### src/rtl/refresh_pkg.sv
package refresh_pkg;
   // {cs_n, ras_n, cas_n, we_n}
   typedef enum logic [3:0] {
      CMD_NOP  = 4'b0111,
      CMD_REF  = 4'b0001,
      CMD_PALL = 4'b0010
   } dram_cmd_e;
   localparam int unsigned NORM_WINDOW_MS = 64;
   localparam int unsigned EXT_WINDOW_MS  = 16;
endpackage

### src/rtl/ref_interval_timer.sv
module ref_interval_timer #(
   parameter int unsigned CNT_W      = 16,
   parameter bit          EXT_ENABLE = 1'b1,
   parameter int unsigned EXT_SHIFT  = 2
) (
   input  logic             clk,
   input  logic             rst_n,
   input  logic [CNT_W-1:0] cfg_cycles,
   input  logic             ext_mode,
   output logic             tick
);
   logic [CNT_W-1:0] iv_raw, iv, tmr;

   generate
      if (EXT_ENABLE) begin : g_ext
         assign iv_raw = ext_mode ? (cfg_cycles >> EXT_SHIFT) : cfg_cycles;
      end else begin : g_norm
         assign iv_raw = cfg_cycles;
      end
   endgenerate

   assign iv   = (iv_raw == '0) ? CNT_W'(1) : iv_raw;
   assign tick = (tmr >= iv - CNT_W'(1));

   always_ff @(posedge clk) begin
      if (!rst_n)    tmr <= '0;
      else if (tick) tmr <= '0;
      else           tmr <= tmr + CNT_W'(1);
   end

   // with a steady slot longer than one cycle, credits never come back to back
   p_tick_gap_r1: assert property (@(posedge clk) disable iff (!rst_n)
      (tick && iv > CNT_W'(1)) |=> (!tick || iv != $past(iv)));
endmodule

### src/rtl/ref_pending_ctr.sv
module ref_pending_ctr #(
   parameter int unsigned PEND_MAX = 8,
   localparam int unsigned PEND_W  = $clog2(PEND_MAX + 1)
) (
   input  logic              clk,
   input  logic              rst_n,
   input  logic              inc,
   input  logic              dec,
   output logic [PEND_W-1:0] pend,
   output logic              urgent
);
   localparam logic [PEND_W-1:0] LIMIT = PEND_W'(PEND_MAX);

   assign urgent = (pend == LIMIT);

   always_ff @(posedge clk) begin
      if (!rst_n) pend <= '0;
      else begin
         unique case ({inc && !urgent, dec})
            2'b10:   pend <= pend + PEND_W'(1);
            2'b01:   pend <= pend - PEND_W'(1);
            2'b11:   pend <= urgent ? pend - PEND_W'(1) : pend;
            default: pend <= pend;
         endcase
      end
   end

   p_no_overflow_r3: assert property (@(posedge clk) disable iff (!rst_n) pend <= LIMIT);
   p_no_underflow_r7: assert property (@(posedge clk) disable iff (!rst_n) dec |-> pend != '0);
   p_issue_dec_r7: assert property (@(posedge clk) disable iff (!rst_n)
      (dec && !inc) |=> pend == $past(pend) - PEND_W'(1));
   p_tick_and_issue_r11: assert property (@(posedge clk) disable iff (!rst_n)
      (dec && inc && !urgent) |=> pend == $past(pend));
   p_urgent_rise_r4: assert property (@(posedge clk) disable iff (!rst_n)
      $rose(urgent) |-> $past(inc));
endmodule

### src/rtl/ref_trfc_guard.sv
module ref_trfc_guard #(
   parameter int unsigned TRFC_W = 6
) (
   input  logic              clk,
   input  logic              rst_n,
   input  logic              load,
   input  logic [TRFC_W-1:0] trfc,
   output logic              busy
);
   logic [TRFC_W-1:0] cnt;

   assign busy = (cnt != '0);

   always_ff @(posedge clk) begin
      if (!rst_n)    cnt <= '0;
      else if (load) cnt <= trfc;
      else if (busy) cnt <= cnt - TRFC_W'(1);
   end

   p_load_busy_r9: assert property (@(posedge clk) disable iff (!rst_n)
      (load && trfc != '0) |=> busy);
   p_countdown_r9: assert property (@(posedge clk) disable iff (!rst_n)
      (busy && !load) |=> cnt == $past(cnt) - TRFC_W'(1));
endmodule

### src/rtl/refresh_sched.sv
module refresh_sched
   import refresh_pkg::*;
#(
   parameter int unsigned CNT_W    = 16,
   parameter int unsigned TRFC_W   = 6,
   parameter int unsigned PEND_MAX = 8,
   parameter int unsigned NBANK    = 4,
   parameter bit          EXT_ENABLE = 1'b1,
   localparam int unsigned PEND_W  = $clog2(PEND_MAX + 1),
   localparam int unsigned EXT_SHIFT = $clog2(NORM_WINDOW_MS / EXT_WINDOW_MS)
) (
   input  logic              clk,
   input  logic              rst_n,
   input  logic [CNT_W-1:0]  cfg_ref_cycles,
   input  logic              ext_temp,
   input  logic [TRFC_W-1:0] cfg_trfc,
   input  logic [NBANK-1:0]  bank_open,
   input  logic              grant,
   output logic              ref_req,
   output logic              pall_req,
   output logic              ref_urgent,
   output logic              cmd_valid,
   output logic [3:0]        cmd_code,
   output logic              cmd_a10,
   output logic              cmd_hold,
   output logic [PEND_W-1:0] pend_cnt
);
   generate
      if (CNT_W < 4)      begin : g_bad_cnt  $error("CNT_W too small");     end
      if (TRFC_W < 1)     begin : g_bad_trfc $error("TRFC_W must be >= 1"); end
      if (PEND_MAX < 1)   begin : g_bad_pend $error("PEND_MAX must be >= 1"); end
      if (NBANK < 1)      begin : g_bad_bank $error("NBANK must be >= 1");  end
   endgenerate

   logic tick, busy, have, issue_ref, issue_pall;

   ref_interval_timer #(.CNT_W(CNT_W), .EXT_ENABLE(EXT_ENABLE), .EXT_SHIFT(EXT_SHIFT)) u_timer (
      .clk(clk), .rst_n(rst_n), .cfg_cycles(cfg_ref_cycles), .ext_mode(ext_temp), .tick(tick));

   ref_pending_ctr #(.PEND_MAX(PEND_MAX)) u_pend (
      .clk(clk), .rst_n(rst_n), .inc(tick), .dec(issue_ref), .pend(pend_cnt), .urgent(ref_urgent));

   ref_trfc_guard #(.TRFC_W(TRFC_W)) u_guard (
      .clk(clk), .rst_n(rst_n), .load(issue_ref), .trfc(cfg_trfc), .busy(busy));

   assign have       = (pend_cnt != '0) && !busy && !cmd_valid;
   assign ref_req    = have && (bank_open == '0);
   assign pall_req   = have && (bank_open != '0);
   assign issue_ref  = grant && ref_req;
   assign issue_pall = grant && pall_req;
   assign cmd_hold   = busy;

   always_ff @(posedge clk) begin
      if (!rst_n) begin
         cmd_valid <= 1'b0;
         cmd_code  <= CMD_NOP;
         cmd_a10   <= 1'b0;
      end else begin
         cmd_valid <= issue_ref || issue_pall;
         cmd_code  <= issue_ref ? CMD_REF : (issue_pall ? CMD_PALL : CMD_NOP);
         cmd_a10   <= issue_pall;
      end
   end

   p_req_excl_r6: assert property (@(posedge clk) disable iff (!rst_n) !(ref_req && pall_req));
   p_ref_from_idle_r7: assert property (@(posedge clk) disable iff (!rst_n)
      (cmd_valid && cmd_code == CMD_REF) |-> $past(bank_open == '0));
   p_hold_blocks_r9: assert property (@(posedge clk) disable iff (!rst_n)
      cmd_hold |-> (!ref_req && !pall_req));
   p_pall_a10_r8: assert property (@(posedge clk) disable iff (!rst_n)
      (cmd_valid && cmd_code == CMD_PALL) |-> cmd_a10);
   p_strobe_needs_grant_r10: assert property (@(posedge clk) disable iff (!rst_n)
      cmd_valid |-> $past(grant));
endmodule

### config.mk
export PLATFORM = sky130hd
export DESIGN_NAME = refresh_sched
export DESIGN_NICKNAME = d
export VERILOG_FILES = /design/src/rtl/refresh_pkg.sv /design/src/rtl/ref_interval_timer.sv /design/src/rtl/ref_pending_ctr.sv /design/src/rtl/ref_trfc_guard.sv /design/src/rtl/refresh_sched.sv
export SDC_FILE = /design/constraint.sdc
export NUM_CORES = 1
export LEC_CHECK = 0
export BUFFER_PORTS_ARGS = -buffer_cell sky130_fd_sc_hd__buf_2
export CORE_UTILIZATION = 51
export CTS_CLUSTER_DIAMETER = 60
export DETAILED_ROUTE_END_ITERATION = 12
export PLACE_DENSITY = 0.77
export SYNTH_ARGS = -nofsm -noshare
export SYNTH_HDL_FRONTEND = slang
export SYNTH_SLANG_ARGS = --single-unit
### constraint.sdc
create_clock -name clk -period 4.6 [get_ports clk]
set_clock_uncertainty 0.1 [all_clocks]
set_input_delay 0.23 -clock clk [delete_from_list [all_inputs] [get_ports clk]]
set_output_delay 0.23 -clock clk [all_outputs]
set_load 0.05 [all_outputs]
## Word level (Yosys, flattened, before mapping)

Index checks and enable logic that the tools add are counted.

| storage, ports and cells | value |
|---|---|
| input port bits | 30 |
| output and inout bits | 14 |
| bits in registers | 32 |
| logic and storage cells | 48 |

| cells by class | value |
|---|---|
| magnitude comparators | 1 |
| add/sub/neg operators | 5 |
| mux-type cells | 8 |
| bitwise operators | 1 |
| equal/unequal tests | 5 |
| reductions and logical operators | 21 |

Operators by type and width:

| kind | number |
|---|---|
| $mux 16 | 2 |
| $add 16x1->16 const B | 1 |
| $ge 16x16->1 | 1 |
| $logic_not 16->1 | 1 |
| $sub 16x1->16 const B | 1 |
| $mux 6 | 2 |
| $pmux 4 s3 | 1 |
| $reduce_bool 4->1 | 2 |
| $logic_and 1x1->1 | 7 |
| $mux 3 | 2 |
| $reduce_bool 6->1 | 1 |
| $sub 6x1->6 const B | 1 |
| $add 4x1->4 const B | 1 |
| $eq 2x2->1 const B | 2 |
| $eq 4x4->1 const B | 1 |
| $logic_not 4->1 | 1 |
| $mux 4 | 1 |
| $reduce_or 2->1 | 2 |
| $sub 4x1->4 const B | 1 |
| $logic_not 1->1 | 3 |
| $reduce_bool 3->1 | 1 |
| $eq 2x1->1 const B | 1 |
| $ne 2x1->1 const B | 1 |
| $reduce_and 2->1 | 1 |
| other kinds (3) | 3 |

## Longest topological paths before layout

| logic depth | value |
|---|---|
| depth in word-level cells | 9 |
| mapped depth | 21 |
| gate-level depth less buffers | 18 |

## Modules after synthesis

A second synthesis with hierarchy kept.

| unflattened totals | value |
|---|---|
| cells, all modules | 293 |
| area total of the unflattened synthesis | 2507.4 um^2 |

Modules (own cells, without submodules):

| module | times used | sequential area each (um^2) | cells an instance | area an instance (um^2) |
|---|---|---|---|---|
| ref_interval_timer | 1 | 320.3 | 200 | 1656.6 |
| ref_trfc_guard | 1 | 120.1 | 43 | 359.1 |
| ref_pending_ctr | 1 | 80.1 | 29 | 291.5 |
| refresh_sched | 1 | 100.1 | 21 | 200.2 |

## Worst setup path after synthesis

No wires, ideal clock.

| timing path | value |
|---|---|
| path kind | input to register |
| from | input port ext_temp |
| to | register u_pend.pend[0] |
| stages on the path | 19 |
| arrival time | 4.378 ns |
| slack | 0.001 ns |
| required time | 4.380 ns |
| path buffers | 5 |
| setup time | 0.120 ns |
| cells stage by stage | buf_1 -> clkbuf_1 -> buf_1 -> mux2i_1 -> ha_1 -> o211ai_1 -> or2_1 -> clkbuf_1 -> nor3_1 -> xor2_1 -> a21oi_1 -> ha_1 -> nand4_1 -> nor3_1 -> nor4b_1 -> nor3_1 -> or3b_1 -> buf_2 -> mux2i_1 |

| on the way | value |
|---|---|
| cells in the longest elaborated chain, start to end | 9 |
| elaborated cells on any way between the ends | 13 |
| those cells by class | 1 x add/sub; 1 x order compare; 4 x eq/ne; 3 x mux; 4 x reduce/logical |

RTL lines:

| element | line | text |
|---|---|---|
| start, declared | refresh_sched.sv:15 | `input logic ext_temp,` |
| $mux 16 (*) | ref_interval_timer.sv:16 | `assign iv_raw = ext_mode ? (cfg_cycles >> EXT_SHIFT) : cfg_cycles;` |
| $logic_not 16->1 | ref_interval_timer.sv:22 | `assign iv = (iv_raw == '0) ? CNT_W'(1) : iv_raw;` |
| $mux 16 (*) | ref_interval_timer.sv:22 |  |
| $sub 16x1->16 (*) | ref_interval_timer.sv:23 | `assign tick = (tmr >= iv - CNT_W'(1));` |
| $ge 16x16->1 (*) | ref_interval_timer.sv:23 |  |
| $logic_and 1x1->1 (*) | ref_pending_ctr.sv:19 | `unique case ({inc && !urgent, dec})` |
| $eq 2x2->1 or $eq 2x1->1 (tied branches) | ref_pending_ctr.sv:19 |  |
| $ne 2x1->1 (no line) or $reduce_bool 3->1 (tied branches) | - |  |
| $reduce_and 2->1 (no line) | - |  |
| end signal, assigned | ref_pending_ctr.sv:20 | `2'b10: pend <= pend + PEND_W'(1);` |
| end signal, assigned | ref_pending_ctr.sv:21 | `2'b01: pend <= pend - PEND_W'(1);` |
| end signal, assigned | ref_pending_ctr.sv:22 | `2'b11: pend <= urgent ? pend - PEND_W'(1) : pend;` |
| end, declared | ref_pending_ctr.sv:9 | `output logic [PEND_W-1:0] pend,` |

Mark *: on every way between the ends. The rest lies on a longest branch, timed or not.
A chain may end at the register's enable or synchronous reset.

## Worst setup path in the final report

| timing path | value |
|---|---|
| from | input port ext_temp |
| to | register u_pend.pend[3] |

The elaborated chain is that of the path after synthesis.

==> flow_metrics.py <==
metrics = {
    "timing": {
        "finalCriticalPeriod_ns": 4.09,
        "hold-worst-slack_ns": 0.0885,
        "rsz0062_at_grt": "false",
        "hold_viol": 0,
        "slew_viol_final": 0,
        "worstMarginPinSlew_ns": 0.792,
        "period_share_pct": 88.8,
        "tns_ns": 0,
        "max_slew_margin_pct": 45.8,
        "setup_viol": 0,
        "clock.fmax_mhz": 245,
    },
    "synthesis": {
        "synth.area.mux_share_pct": 5.75,
        "synth-edff-count": 0,
        "synth_xor_area_share_pct": 11.0,
        "synth_top_family_by_area": "simple AND/OR/NAND/NOR gates",
        "synth-simple-area-share_pct": 31.5,
        "synthArstFlopShare_pct": 0,
        "synthFlopType": "dfxtp_1",
        "synth_adder_area_share_pct": 11.5,
        "synth_warnings": 0,
        "synth_seq_area_share_pct": 25.2,
        "synthCells": 305,
        "avgSynthCellArea_um2": 8.07,
        "synth_compound_area_share_pct": 11.3,
        "synth_fp_nets": 357,
        "synth_cell_types": 51,
        "syn_area_um2": 2460,
        "synth_seq_cells": 31,
    },
    "placed_design": {
        "io_buffers": 42,
        "dp_hpwl_um": 4180,
        "place.gp.congestion": 0.904,
    },
    "critical_path": {
        "required_ns": 4.72,
        "end_kind": "flip-flop",
        "path_cells": "buf_2, buf_4, nor2_1, nor4_1, nor2b_1, a211oi_1, ha_1, o211ai_1, or2_1, nor3_1, xor2_1, a21oi_1, ha_1, nand4_1, o21bai_1, or3_1, or3_1, a211oi_1, mux2i_1",
        "crit_fanout": 14,
        "worstSetupPathType": "in -> reg",
        "worstPathArrival_ns": 4.21,
        "crit_family": "simple AND/OR/NAND/NOR gates",
        "cpPeakStageDelay_ns": 0.40,
        "r2r-start": "u_guard.cnt[0]",
        "r2r-end": "u_pend.pend[3]",
        "crit_slowest_cell": "or3_1",
        "critPathBufInv": 2,
        "critPathLaunchType": "primary input",
        "path_depth": 19,
        "reg2reg_depth": 12,
        "reg2reg_slack_ns": 1.10,
    },
    "power_and_ir_drop": {
        "power_frac_clock_pct": 27.4,
        "p_switching_uw": 308,
        "p_sw_share_pct": 35.4,
        "power.density_nw_per_um2": 306,
        "internal_power_uw": 562,
        "sequentialPowerShare_pct": 36.7,
        "pwr-share-comb_pct": 35.9,
        "p_leak_uw": 0.00130,
        "vdd_drop_max_uv": 313,
    },
    "routing": {
        "avgViaCountPerCell": 5.75,
        "ant_nets": 0,
        "drt-initial-drc-count": 118,
        "drcViolationCount": 0,
        "first_pass_iters": 4,
        "wl_per_cell_um": 13.4,
        "finalWirelength_um": 5350,
        "vias": 2300,
    },
    "floorplanning": {
        "die_h_um": 71.5,
        "rows": 24,
        "die_area_um2": 5110,
        "pin_count": 44,
        "initial_core_util_pct": 54.6,
        "die_x_um": 71.5,
        "core_um2": 4500,
    },
    "run": {
        "maxCapViolCount": 0,
    },
    "status": {
        "status": "finished clean",
    },
    "clock_tree": {
        "cts_sinks": 31,
        "cts_tree": "done",
        "cts_buffers": 5,
        "cts_setup_buffers": 0,
        "cts_root_buf": "clkbuf_8",
        "path_clk_slew_ns": 0.07,
        "clock_latency_ns": 0.29,
        "cts.htree.levels": 2,
        "clk_path_buf_depth": 2,
    },
    "min_path": {
        "whs_endpoint": "u_guard.cnt[0]",
        "whs_path_depth": 3,
        "hp-class": "in -> reg",
        "hp-start": "cfg_trfc[0]",
    },
    "global_route": {
        "grt_pass1_wl_um": 9060,
        "antenna_found_initial": 0,
        "grt_pass1_vias": 2177,
        "overflow": 0,
        "grt_max_degree": 18,
        "track_usage_pct": 21.8,
    },
    "final_layout": {
        "final_util_pct": 63.1,
        "insertedDiodeCount": 0,
        "final_layout_size_suffix_gt1_share_pct": 18.1,
        "n_fill_cell": 395,
        "synthToLayoutAreaGrowth_pct": 15.6,
        "nNetsFinal": 399,
    },
}
## cell usage after synthesis, types with 2 or more instances
master / n / area (um^2)
a211oi_1: 3 / 22.5
a21oi_1: 15 / 75.1
and2_1: 8 / 50.1
and3_1: 6 / 37.5
buf_1: 2 / 7.51
buf_2: 4 / 20.0
clkbuf_1: 6 / 22.5
dfxtp_1: 31 / 621
ha_1: 21 / 263
inv_1: 8 / 30.0
mux2i_1: 13 / 130
nand2_1: 20 / 75.1
nand2b_1: 3 / 18.8
nand3_1: 7 / 35.0
nand4_1: 6 / 37.5
nor2_1: 34 / 128
nor2b_1: 7 / 43.8
nor3_1: 21 / 105
nor3b_1: 5 / 37.5
nor4_1: 6 / 37.5
o21ai_0: 10 / 50.1
o21ai_1: 3 / 15.0
o21bai_1: 2 / 15.0
or3_1: 4 / 25.0
or3b_1: 2 / 17.5
or4_4: 2 / 22.5
or4b_1: 3 / 30.0
xnor2_1: 9 / 78.8
xor2_1: 22 / 193
## layer usage
layer / wire [um] / up-vias / track usage (%)
li1: - / 1176 / -
met1: 2520 / 1075 / 27.8
met2: 2570 / 43 / 38.5
met3: 207 / 6 / 4.22
met4: 57 / 0 / 4.58
met5: 0 / - / 0
## worst register-to-register path: stages (launching register included)
cell and delay (ns):
dfxtp_1 0.31, inv_1 0.09, ha_1 0.18, or3b_1 0.46, nor4b_2 0.44, and3_1 0.52
ha_1 0.32, a21o_1 0.17, a21oi_1 0.25, nand4_1 0.14, nor4_1 0.20, a211oi_1 0.10
mux2i_1 0.12
## cells by family after synthesis
kind of cell	count (synthesis)
compound gates	45
xor+xnor	31
fa+ha+maj	22
buf+inv	21
flops	31
mux	14
other cells	1
simple gates	140
## placed cells by master, fill, tap and decap left out, types with 2 or more instances in the layout
cell type,instances
or4b_1,3
clkbuf_8,7
o21ai_0,10
buf_2,42
a21oi_1,15
nand2_1,19
a211oi_1,3
o21bai_1,2
nor4_1,5
nand4_1,6
or3_1,4
nor4b_2,2
mux2i_1,13
and3_1,6
xnor2_1,9
nand2b_1,3
nand3_1,7
or3b_1,2
inv_1,8
nor3_1,20
ha_1,21
buf_4,6
nor2b_1,7
nor2_1,34
xor2_1,22
or4_4,2
nor3b_1,5
and2_1,8
o21ai_1,3
dfxtp_1,31
## stage by stage
stage                     setup slack, ns  std cells  total power, uW  instance area (um^2)
after floorplan                   0.00141        305              563                  2460
after global placement              0.286        392              623                  2720
after detailed placement            0.162        392              635                  2720
after CTS                           0.431        400              870                  2820
after global routing               0.0374        400              938                  2840
final                               0.515        400              871                  2840
## flip-flops by register name (all words and copies together) (netlist names)
name         count
u_timer.tmr     16
u_guard.cnt      6
u_pend.pend      4
cmd_code         3
cmd_a10          1
cmd_valid        1
## power by group through the flow
stage | logic, uW | clock network [uW] | registers [uW]
after global routing | 361 | 252 | 324
after floorplan | 244 | 0 | 318
final | 312 | 239 | 319
after CTS | 312 | 239 | 319
after global placement | 299 | 0 | 324
after detailed placement | 310 | 0 | 325
## worst max path at each step
stage,from,to,slack (ns)
5_1_grt,ext_temp,u_pend.pend[3],0.04
6_report,ext_temp,u_pend.pend[3],0.51
3_5_place_dp,cfg_ref_cycles[15],u_timer.tmr[15],0.16
2_1_floorplan,ext_temp,u_pend.pend[0],0.001
3_3_place_gp,cfg_ref_cycles[15],u_pend.pend[3],0.29
4_1_cts,cfg_ref_cycles[15],u_timer.tmr[15],0.43
## timing repair
item / in CTS / in global routing
hold buffers: 0 / 0
gates resized for setup: 0 / 4
setup endpoints to repair: 0 / 19
## layout make-up
| type | count | area, um^2 | area share [%] |
|---|---|---|---|
| Sequential cell | 31 | 621 | 21.8 |
| Clock buffer | 8 | 100 | 3.52 |
| Timing Repair Buffer | 48 | 255 | 8.98 |
| Tap cell | 52 | 65.1 | 2.29 |
| Multi-Input combinational cell | 253 | 1770 | 62.3 |
| Inverter | 8 | 30.0 | 1.06 |
(Power assumes the default switching activity.)
